--- src/rtl/rtimer_pkg.sv ---
package rtimer_pkg;

    localparam int CNT_W  = 12;
    localparam int DATA_W = 8;
    localparam int ADDR_W = 3;

    typedef enum logic [ADDR_W-1:0] {
        A_CSR   = 3'd0,
        A_RLD_H = 3'd1,
        A_RLD_L = 3'd2,
        A_CMP_H = 3'd3,
        A_CMP_L = 3'd4,
        A_CNT_H = 3'd5,
        A_CNT_L = 3'd6,
        A_NONE  = 3'd7
    } reg_addr_e;

    typedef enum logic [1:0] {
        CK_OFF  = 2'd0,
        CK_SLOW = 2'd1,
        CK_SYS  = 2'd2,
        CK_FAST = 2'd3
    } rate_sel_e;

    typedef struct packed {
        rate_sel_e sel;
        logic      wrap_ie;
        logic      cmp_ie;
    } ctrl_t;

    // next value of an up-counter that restarts from rld after its top value
    function automatic logic [CNT_W-1:0] next_count(input logic [CNT_W-1:0] cur,
                                                    input logic [CNT_W-1:0] rld);
        return (cur == {CNT_W{1'b1}}) ? rld : cur + 1'b1;
    endfunction

endpackage

--- src/rtl/rate_select.sv ---
module rate_select
    import rtimer_pkg::*;
(
    input  rate_sel_e sel,
    input  logic      tick_slow,
    input  logic      tick_fast,
    output logic      advance
);
    always_comb begin
        unique case (sel)
            CK_OFF:  advance = 1'b0;
            CK_SLOW: advance = tick_slow;
            CK_SYS:  advance = 1'b1;
            CK_FAST: advance = tick_fast;
            default: advance = 1'b0;
        endcase
    end
endmodule

--- src/rtl/count_core.sv ---
module count_core
    import rtimer_pkg::*;
#(
    parameter int W = CNT_W
) (
    input  logic         clk,
    input  logic         rst,
    input  logic         advance,
    input  logic [W-1:0] reload,
    input  logic [W-1:0] compare,
    output logic [W-1:0] count,
    output logic         wrap_evt,
    output logic         match_evt
);
    localparam logic [W-1:0] TOP = {W{1'b1}};

    logic [W-1:0] cnt_q;
    logic [W-1:0] cnt_nx;

    always_comb begin
        cnt_nx    = (cnt_q == TOP) ? reload : cnt_q + 1'b1;
        wrap_evt  = advance && (cnt_q == TOP);
        match_evt = advance && (cnt_nx == compare);
    end

    always_ff @(posedge clk) begin
        if (rst)          cnt_q <= '0;
        else if (advance) cnt_q <= cnt_nx;
    end

    assign count = cnt_q;

    a_r3_single_step: assert property (@(posedge clk) disable iff (rst)
        (advance && cnt_q != TOP) |=> (cnt_q == $past(cnt_q) + 1'b1));
    a_r4_restart_from_reload: assert property (@(posedge clk) disable iff (rst)
        (advance && cnt_q == TOP) |=> (cnt_q == $past(reload)));
    a_r2_hold_without_advance: assert property (@(posedge clk) disable iff (rst)
        !advance |=> $stable(cnt_q));
endmodule

--- src/rtl/event_flag.sv ---
module event_flag (
    input  logic clk,
    input  logic rst,
    input  logic set,
    input  logic clr,
    output logic flag
);
    logic flag_q;

    always_ff @(posedge clk) begin
        if (rst)      flag_q <= 1'b0;
        else if (set) flag_q <= 1'b1;
        else if (clr) flag_q <= 1'b0;
    end

    assign flag = flag_q;

    a_r5_set_wins: assert property (@(posedge clk) disable iff (rst)
        set |=> flag_q);
    a_r5_read_clears: assert property (@(posedge clk) disable iff (rst)
        (clr && !set) |=> !flag_q);
endmodule

--- src/rtl/reload_timer.sv ---
module reload_timer
    import rtimer_pkg::*;
#(
    parameter int CW = CNT_W,
    parameter int DW = DATA_W,
    parameter int AW = ADDR_W
) (
    input  logic          clk,
    input  logic          rst,
    input  logic [AW-1:0] bus_addr,
    input  logic          bus_wr,
    input  logic          bus_rd,
    input  logic [DW-1:0] bus_wdata,
    output logic [DW-1:0] bus_rdata,
    input  logic          tick_slow,
    input  logic          tick_fast,
    output logic          irq
);
    localparam int HI_W = CW - DW;
    localparam int NFLG = 2;
    localparam int F_WRAP = 0;
    localparam int F_CMP  = 1;

    ctrl_t          ctrl_q;
    logic [CW-1:0]  rld_q, cmp_q, count;
    logic [DW-1:0]  snap_q;
    logic           advance, wrap_evt, match_evt;
    logic [NFLG-1:0] flag_set, flags;
    logic           stat_rd;
    logic [2*DW-1:0] cnt16, rld16, cmp16;

    rate_select u_rate (
        .sel       (ctrl_q.sel),
        .tick_slow (tick_slow),
        .tick_fast (tick_fast),
        .advance   (advance)
    );

    count_core #(.W(CW)) u_core (
        .clk       (clk),
        .rst       (rst),
        .advance   (advance),
        .reload    (rld_q),
        .compare   (cmp_q),
        .count     (count),
        .wrap_evt  (wrap_evt),
        .match_evt (match_evt)
    );

    assign stat_rd          = bus_rd && (bus_addr == A_CSR);
    assign flag_set[F_WRAP] = wrap_evt;
    assign flag_set[F_CMP]  = match_evt;

    for (genvar g = 0; g < NFLG; g++) begin : g_flag
        event_flag u_flag (
            .clk  (clk),
            .rst  (rst),
            .set  (flag_set[g]),
            .clr  (stat_rd),
            .flag (flags[g])
        );
    end

    always_ff @(posedge clk) begin
        if (rst) begin
            ctrl_q <= '0;
            rld_q  <= '0;
            cmp_q  <= '0;
            snap_q <= '0;
        end else begin
            if (bus_wr) begin
                unique case (bus_addr)
                    A_CSR: begin
                        ctrl_q.sel     <= rate_sel_e'(bus_wdata[4:3]);
                        ctrl_q.wrap_ie <= bus_wdata[1];
                        ctrl_q.cmp_ie  <= bus_wdata[0];
                    end
                    A_RLD_H: rld_q[CW-1:DW] <= bus_wdata[HI_W-1:0];
                    A_RLD_L: rld_q[DW-1:0]  <= bus_wdata;
                    A_CMP_H: cmp_q[CW-1:DW] <= bus_wdata[HI_W-1:0];
                    A_CMP_L: cmp_q[DW-1:0]  <= bus_wdata;
                    default: ;
                endcase
            end
            if (bus_rd && bus_addr == A_CNT_H) snap_q <= count[DW-1:0];
        end
    end

    always_comb begin
        cnt16 = (2*DW)'(count);
        rld16 = (2*DW)'(rld_q);
        cmp16 = (2*DW)'(cmp_q);
        unique case (bus_addr)
            A_CSR:   bus_rdata = {2'b00, flags[F_CMP], ctrl_q.sel, flags[F_WRAP],
                                  ctrl_q.wrap_ie, ctrl_q.cmp_ie};
            A_RLD_H: bus_rdata = rld16[2*DW-1:DW];
            A_RLD_L: bus_rdata = rld16[DW-1:0];
            A_CMP_H: bus_rdata = cmp16[2*DW-1:DW];
            A_CMP_L: bus_rdata = cmp16[DW-1:0];
            A_CNT_H: bus_rdata = cnt16[2*DW-1:DW];
            A_CNT_L: bus_rdata = snap_q;
            default: bus_rdata = '0;
        endcase
    end

    assign irq = (flags[F_WRAP] && ctrl_q.wrap_ie) || (flags[F_CMP] && ctrl_q.cmp_ie);

    a_r2_stopped_holds: assert property (@(posedge clk) disable iff (rst)
        (ctrl_q.sel == CK_OFF) |=> $stable(count));
    a_r6_match_flags: assert property (@(posedge clk) disable iff (rst)
        (advance && next_count(count, rld_q) == cmp_q) |=> flags[F_CMP]);
    a_r4_wrap_flags: assert property (@(posedge clk) disable iff (rst)
        (advance && count == {CW{1'b1}}) |=> flags[F_WRAP]);
    a_r7_masked_quiet: assert property (@(posedge clk) disable iff (rst)
        (!ctrl_q.wrap_ie && !ctrl_q.cmp_ie) |-> !irq);
    a_r8_hi_reserved_zero: assert property (@(posedge clk) disable iff (rst)
        (bus_addr == A_CNT_H) |-> (bus_rdata[DW-1:HI_W] == '0));
endmodule

--- config.mk ---
export PLATFORM = sky130hd
export DESIGN_NAME = reload_timer
export DESIGN_NICKNAME = d
export VERILOG_FILES = /design/src/rtl/rtimer_pkg.sv /design/src/rtl/rate_select.sv /design/src/rtl/count_core.sv /design/src/rtl/event_flag.sv /design/src/rtl/reload_timer.sv
export SDC_FILE = /design/constraint.sdc
export NUM_CORES = 1
export LEC_CHECK = 0
export ABC_AREA = 1
export ABC_CLOCK_PERIOD_IN_PS = 2800
export CORE_MARGIN = 2
export CORE_UTILIZATION = 45
export CTS_BUF_LIST = sky130_fd_sc_hd__clkbuf_4 sky130_fd_sc_hd__clkbuf_8
export CTS_CLUSTER_SIZE = 20
export DETAILED_ROUTE_END_ITERATION = 16
export MAX_ROUTING_LAYER = met4
export PLACE_DENSITY = 0.63
export RECOVER_POWER = 50
export SYNTH_ARGS = -nofsm -noshare
export SYNTH_HDL_FRONTEND = slang
export SYNTH_SLANG_ARGS = --single-unit
--- constraint.sdc ---
create_clock -name clk -period 2.8 [get_ports clk]
set_clock_uncertainty 0.2 [all_clocks]
set_input_delay 0.56 -clock clk [delete_from_list [all_inputs] [get_ports clk]]
set_output_delay 0.56 -clock clk [all_outputs]
set_load 0.01 [all_outputs]
# After elaboration in Yosys (flattened, before gate mapping)
# Cells that the tools add are included.
# totals
wordCells	45
input_bits	17
regBits	50
# classes
addsub	1
n_mux	6
eq_ne	11
n_reduce_logical	16
# op_table
cell	count
$pmux 8 s7	1
$add 12x1->12 const B	1
$eq 12x12->1	1
$eq 12x12->1 const B	1
$mux 12	1
$reduce_and 2->1	5
$eq 3x3->1 const B	3
$eq 3x2->1 const B	2
$logic_and 1x1->1	6
$eq 2x2->1 const B	2
$pmux 1 s4	1
$reduce_bool 2->1	2
$eq 3x1->1 const B	1
$logic_not 3->1	1
$mux 1	3
$eq 2x1->1 const B	1
$logic_not 2->1	1
$logic_or 1x1->1	1

# Longest topological paths before layout
# depth
ltp_word	5
mapped_depth	14
mapped_depth_nobuf	14

# Cells and area by module
# From an unflattened synthesis, not the netlist that was laid out.
# unflattened
hier_cells	549
hier_area_um2	3313.2
# by_module_without_submodules
module	instances	area_each_um2	cells_each
reload_timer	1	2049.5	325
count_core	1	1156.1	207
event_flag	2	40.0	5
rate_select	1	27.5	7

# Worst setup path before layout
# OpenSTA, ideal clock, no wires.
# synth_timing
path_type	input -> output
start	in bus_addr[1]
end	out bus_rdata[2]
arrival_ns	1.346
path_buffers	0
stages	8
required_ns	2.040
setup_slack_ns	0.694
cell_sequence	inv_1 > nor2_1 > nand2_1 > inv_1 > nand2_1 > o21ai_0 > a211oi_1 > o221ai_1
# synth_via
elab_chain_cells	2
word_cells_on_any_way	8
classes_between	eq/ne: 6; mux: 1; reduce/logical: 1
# synth_rtl
item	line_no	rtl
start: declaration	reload_timer.sv:10	input logic [AW-1:0] bus_addr,
$eq 3x3->1, or another cell as far along	reload_timer.sv:93	unique case (bus_addr)
$pmux 8 s7 (*)	reload_timer.sv:93	
end: declaration	reload_timer.sv:14	output logic [DW-1:0] bus_rdata,
# Every way passes the cells marked *; elsewhere a longest branch is shown, timed or not.

# Worst setup path after layout
# layout_timing
start	in bus_addr[2]
end	out bus_rdata[3]
# The elaborated chain is that of the path after synthesis.

==> results.toml <==
[power]
finalPower_mw = 1.43
clkPwrFrac_pct = 32.2
share_of_power_burned_in_combinational_logic_pct = 14.2
total_leakage_power_nw = 1.37
switching_power_share_of_the_total_pct = 28.8
switchingPower_uw = 412
seqPwrFrac_pct = 53.6
cellInternalPower_mw = 1.02
ir_worst_vdd_mv = 0.232
power.density_mw_per_mm2 = 442

[critical_path]
timing_worst_setup_path_type = "input pin to primary output"
critical_path.endpoint_type = "primary output"
crit_fanout = 5
critical_path_launch_point_type = "input pin"
critPathArrivalTime_ns = 1.95
setup.reg_to_reg.worst_slack_ns = 0.40
crit_required_ns = 2.04

[synth]
postSynthCellCount = 423
syn_nets = 441
synth_cell_type_count = 28
postSynthRegisterBits = 50
netlist_area_mm2 = 0.00276
syn-mean-instance-area_um2 = 6.53
ys.warnings.count = 0
synth-seq-area-share_pct = 36.2

[cts]
clk_pin_slew_worst_paths_ns = 0.09
maximum_buffer_depth_of_the_clock_tree = 2
tritoncts_clock_tree = "done"
cts.htree.levels = 2
tritoncts.num_buffers = 5
clock_sinks = 50
worst_skew_pair.late_latency_ns = 0.31
clockRootBuffer = "sky130_fd_sc_hd__clkbuf_8"

[route]
drt_first_pass_iters = 5
detail_route.drc_violations = 0
antenna_violating_nets_left = 0
totalWireLength_um = 8030
wl_per_cell_um = 15.1
detail_route.vias_per_cell = 5.26
detailroute.via_count = 2797
initialDrtViolationCount = 194

[place]
port_buffers = 25
place_congestion = 0.918
hpwlAfterDp_um = 6210
dpl_worst_slack_ns = -0.381

[sta]
finalWorstPathRequiredPeriod_ns = 2.71
max_slew.worst_pin.slew_ns = 1.03
period_share_pct = 96.7
max_slew_margin_pct = 31.6
final-setup-viol-count = 0
unrepaired_setup_endpoints_after_global_routing = "no"
fmaxAchievable_mhz = 369
final_count_of_pins_violating_max_slew = 0
final_hold_violations = 0
finalWorstSetupSlack_ns = 0.0927

[layout]
final_core_util_pct = 54.7
commonest_cells_after_routing_fill_and_taps_aside = "sky130_fd_sc_hd__nand2_1 (97), sky130_fd_sc_hd__inv_1 (67), sky130_fd_sc_hd__dfxtp_1 (50), sky130_fd_sc_hd__o21ai_0 (47), sky130_fd_sc_hd__a21oi_1 (43)"
drive_above_1_share_pct = 9.19
nNetsFinal = 474
final_common_cell = "sky130_fd_sc_hd__nand2_1"
area_growth_syn_to_layout_pct = 17.2
fillerInstances = 609
n_antenna_cell = 0

[outcome]
run_status = "finished, final reports clean"

[job]
drv_cap = 0

[global_route]
largest_net_degree_at_the_start_of_global_routing = 29
track_usage_pct = 26.2
grt_antenna_before_repair = 0
globalRouteOverflowTotal = 0
grt_pass1_wl_um = 12700
via_count_of_the_first_global_routing_pass = 2498

[die]
die_h_um = 82.4
dieArea_mm2 = 0.00678
io-pin-count = 26
initial_core_util_pct = 46.7
design.core.area_mm2 = 0.00592
floorplan.die.width_um = 82.4
fp-row-count = 28

[min_path]
class_of_the_worst_hold_path = "flop to flop"
-- routing by layer --
metal,part of all wire [%],global-route usage [%],wire length (µm),vias to the layer above
met4,1.8,8.00,142,0
met2,45,39.9,3630,71
met3,5.0,4.13,400,13
met5,0,-,0,-
met1,48,35.8,3850,1264
li1,-,-,-,1449
-- final timing paths --
| path | from | endpoint | cells after the start |
|---|---|---|---|
| max | bus_addr[2] | bus_rdata[3] | 8 |
| min | g_flag[0].u_flag.flag | g_flag[0].u_flag.flag | 2 |
| max reg2reg | u_core.count[1] | g_flag[1].u_flag.flag | 13 |
| min reg2reg | g_flag[0].u_flag.flag | g_flag[0].u_flag.flag | 2 |
-- worst max-delay path, stage by stage --
cell and delay [ns]:
sky130_fd_sc_hd__clkdlybuf4s15_1 0.28, sky130_fd_sc_hd__inv_1 0.11, sky130_fd_sc_hd__nor3_1 0.26, sky130_fd_sc_hd__inv_1 0.15, sky130_fd_sc_hd__o22ai_1 0.14, sky130_fd_sc_hd__a211oi_1 0.08, sky130_fd_sc_hd__o211ai_1 0.09, sky130_fd_sc_hd__dlygate4sd2_1 0.28
-- flip-flops by register name (all words and copies together), names as in the netlist --
name / count
cmp_q: 12
rld_q: 12
u_core.count: 12
snap_q: 8
ctrl_q: 4
g_flag.u_flag.flag: 2
-- metrics by stage --
stage	TNS [ns]	instance area [µm²]	hold slack, ns	cells
floorplan	0	2760	0.229	423
global placement	-2.45	3140	0.255	523
detailed placement	-2.73	3140	0.258	523
CTS	0	3250	0.277	532
global route	0	3240	0.286	532
finish	0	3240	0.280	532
-- synth_stat cells --
cell,number,share of area [%]
sky130_fd_sc_hd__nand2_1,99,13
sky130_fd_sc_hd__inv_1,67,9.1
sky130_fd_sc_hd__dfxtp_1,50,36
sky130_fd_sc_hd__o21ai_0,47,8.5
sky130_fd_sc_hd__a21oi_1,43,7.8
sky130_fd_sc_hd__nand3_1,27,4.9
sky130_fd_sc_hd__nor2_1,26,3.5
sky130_fd_sc_hd__clkbuf_1,10,1.4
sky130_fd_sc_hd__o22ai_1,9,2.0
sky130_fd_sc_hd__nand2_2,5,1.1
sky130_fd_sc_hd__nor2_4,4,1.6
sky130_fd_sc_hd__o211ai_1,4,1.1
sky130_fd_sc_hd__a211oi_1,3,0.81
sky130_fd_sc_hd__nand3_2,3,1.1
sky130_fd_sc_hd__nand4_1,3,0.68
sky130_fd_sc_hd__nor3_1,3,0.54
sky130_fd_sc_hd__o221ai_1,3,0.95
sky130_fd_sc_hd__xor2_1,3,0.95
sky130_fd_sc_hd__a221o_1,2,0.72
sky130_fd_sc_hd__buf_4,2,0.54
sky130_fd_sc_hd__buf_6,2,0.81
sky130_fd_sc_hd__o21ai_1,2,0.36
sky130_fd_sc_hd__a21oi_2,1,0.32
sky130_fd_sc_hd__a221oi_1,1,0.32
sky130_fd_sc_hd__ha_1,1,0.45
sky130_fd_sc_hd__inv_2,1,0.14
sky130_fd_sc_hd__nand3b_1,1,0.27
sky130_fd_sc_hd__xnor2_1,1,0.32
-- cell families after synthesis --
kind of cell               after synthesis  share of synthesized area, %
and+or+nand+nor                        171                          27.2
buffers and inverters                   82                          12.0
adders and majority gates                1                         0.453
xor gates and xnor gates                 4                          1.27
DFF                                     50                          36.2
AOI/OAI and AO/OA                      115                          22.9
-- final cells by class --
type | count | area [µm²] | share of cell area [%]
timing repair buffer | 40 | 345 | 10.7
clock inverter | 2 | 12.5 | 0.386
tap | 75 | 93.8 | 2.90
sequential | 50 | 1000 | 30.9
clock buffer | 6 | 82.6 | 2.55
inverter | 68 | 255 | 7.88
multi-input combinational | 291 | 1450 | 44.7
-- power by group through the flow --
stage / Sequential (mW) / Clock, mW / Combinational [mW]
finish: 0.767 / 0.461 / 0.203
global route: 0.771 / 0.495 / 0.229
floorplan: 0.772 / 0 / 0.125
CTS: 0.767 / 0.466 / 0.203
global placement: 0.783 / 0 / 0.200
detailed placement: 0.783 / 0 / 0.203
-- what timing repair did --
action	in CTS	in global routing
setup endpoints to repair	8	2
pin swaps	2	0
gates resized for setup	21	1
hold buffers	0	0
buffers inserted	1	0
endpoints found under the hold margin	0	0
Note: power is estimated with default switching activity, not from simulation.
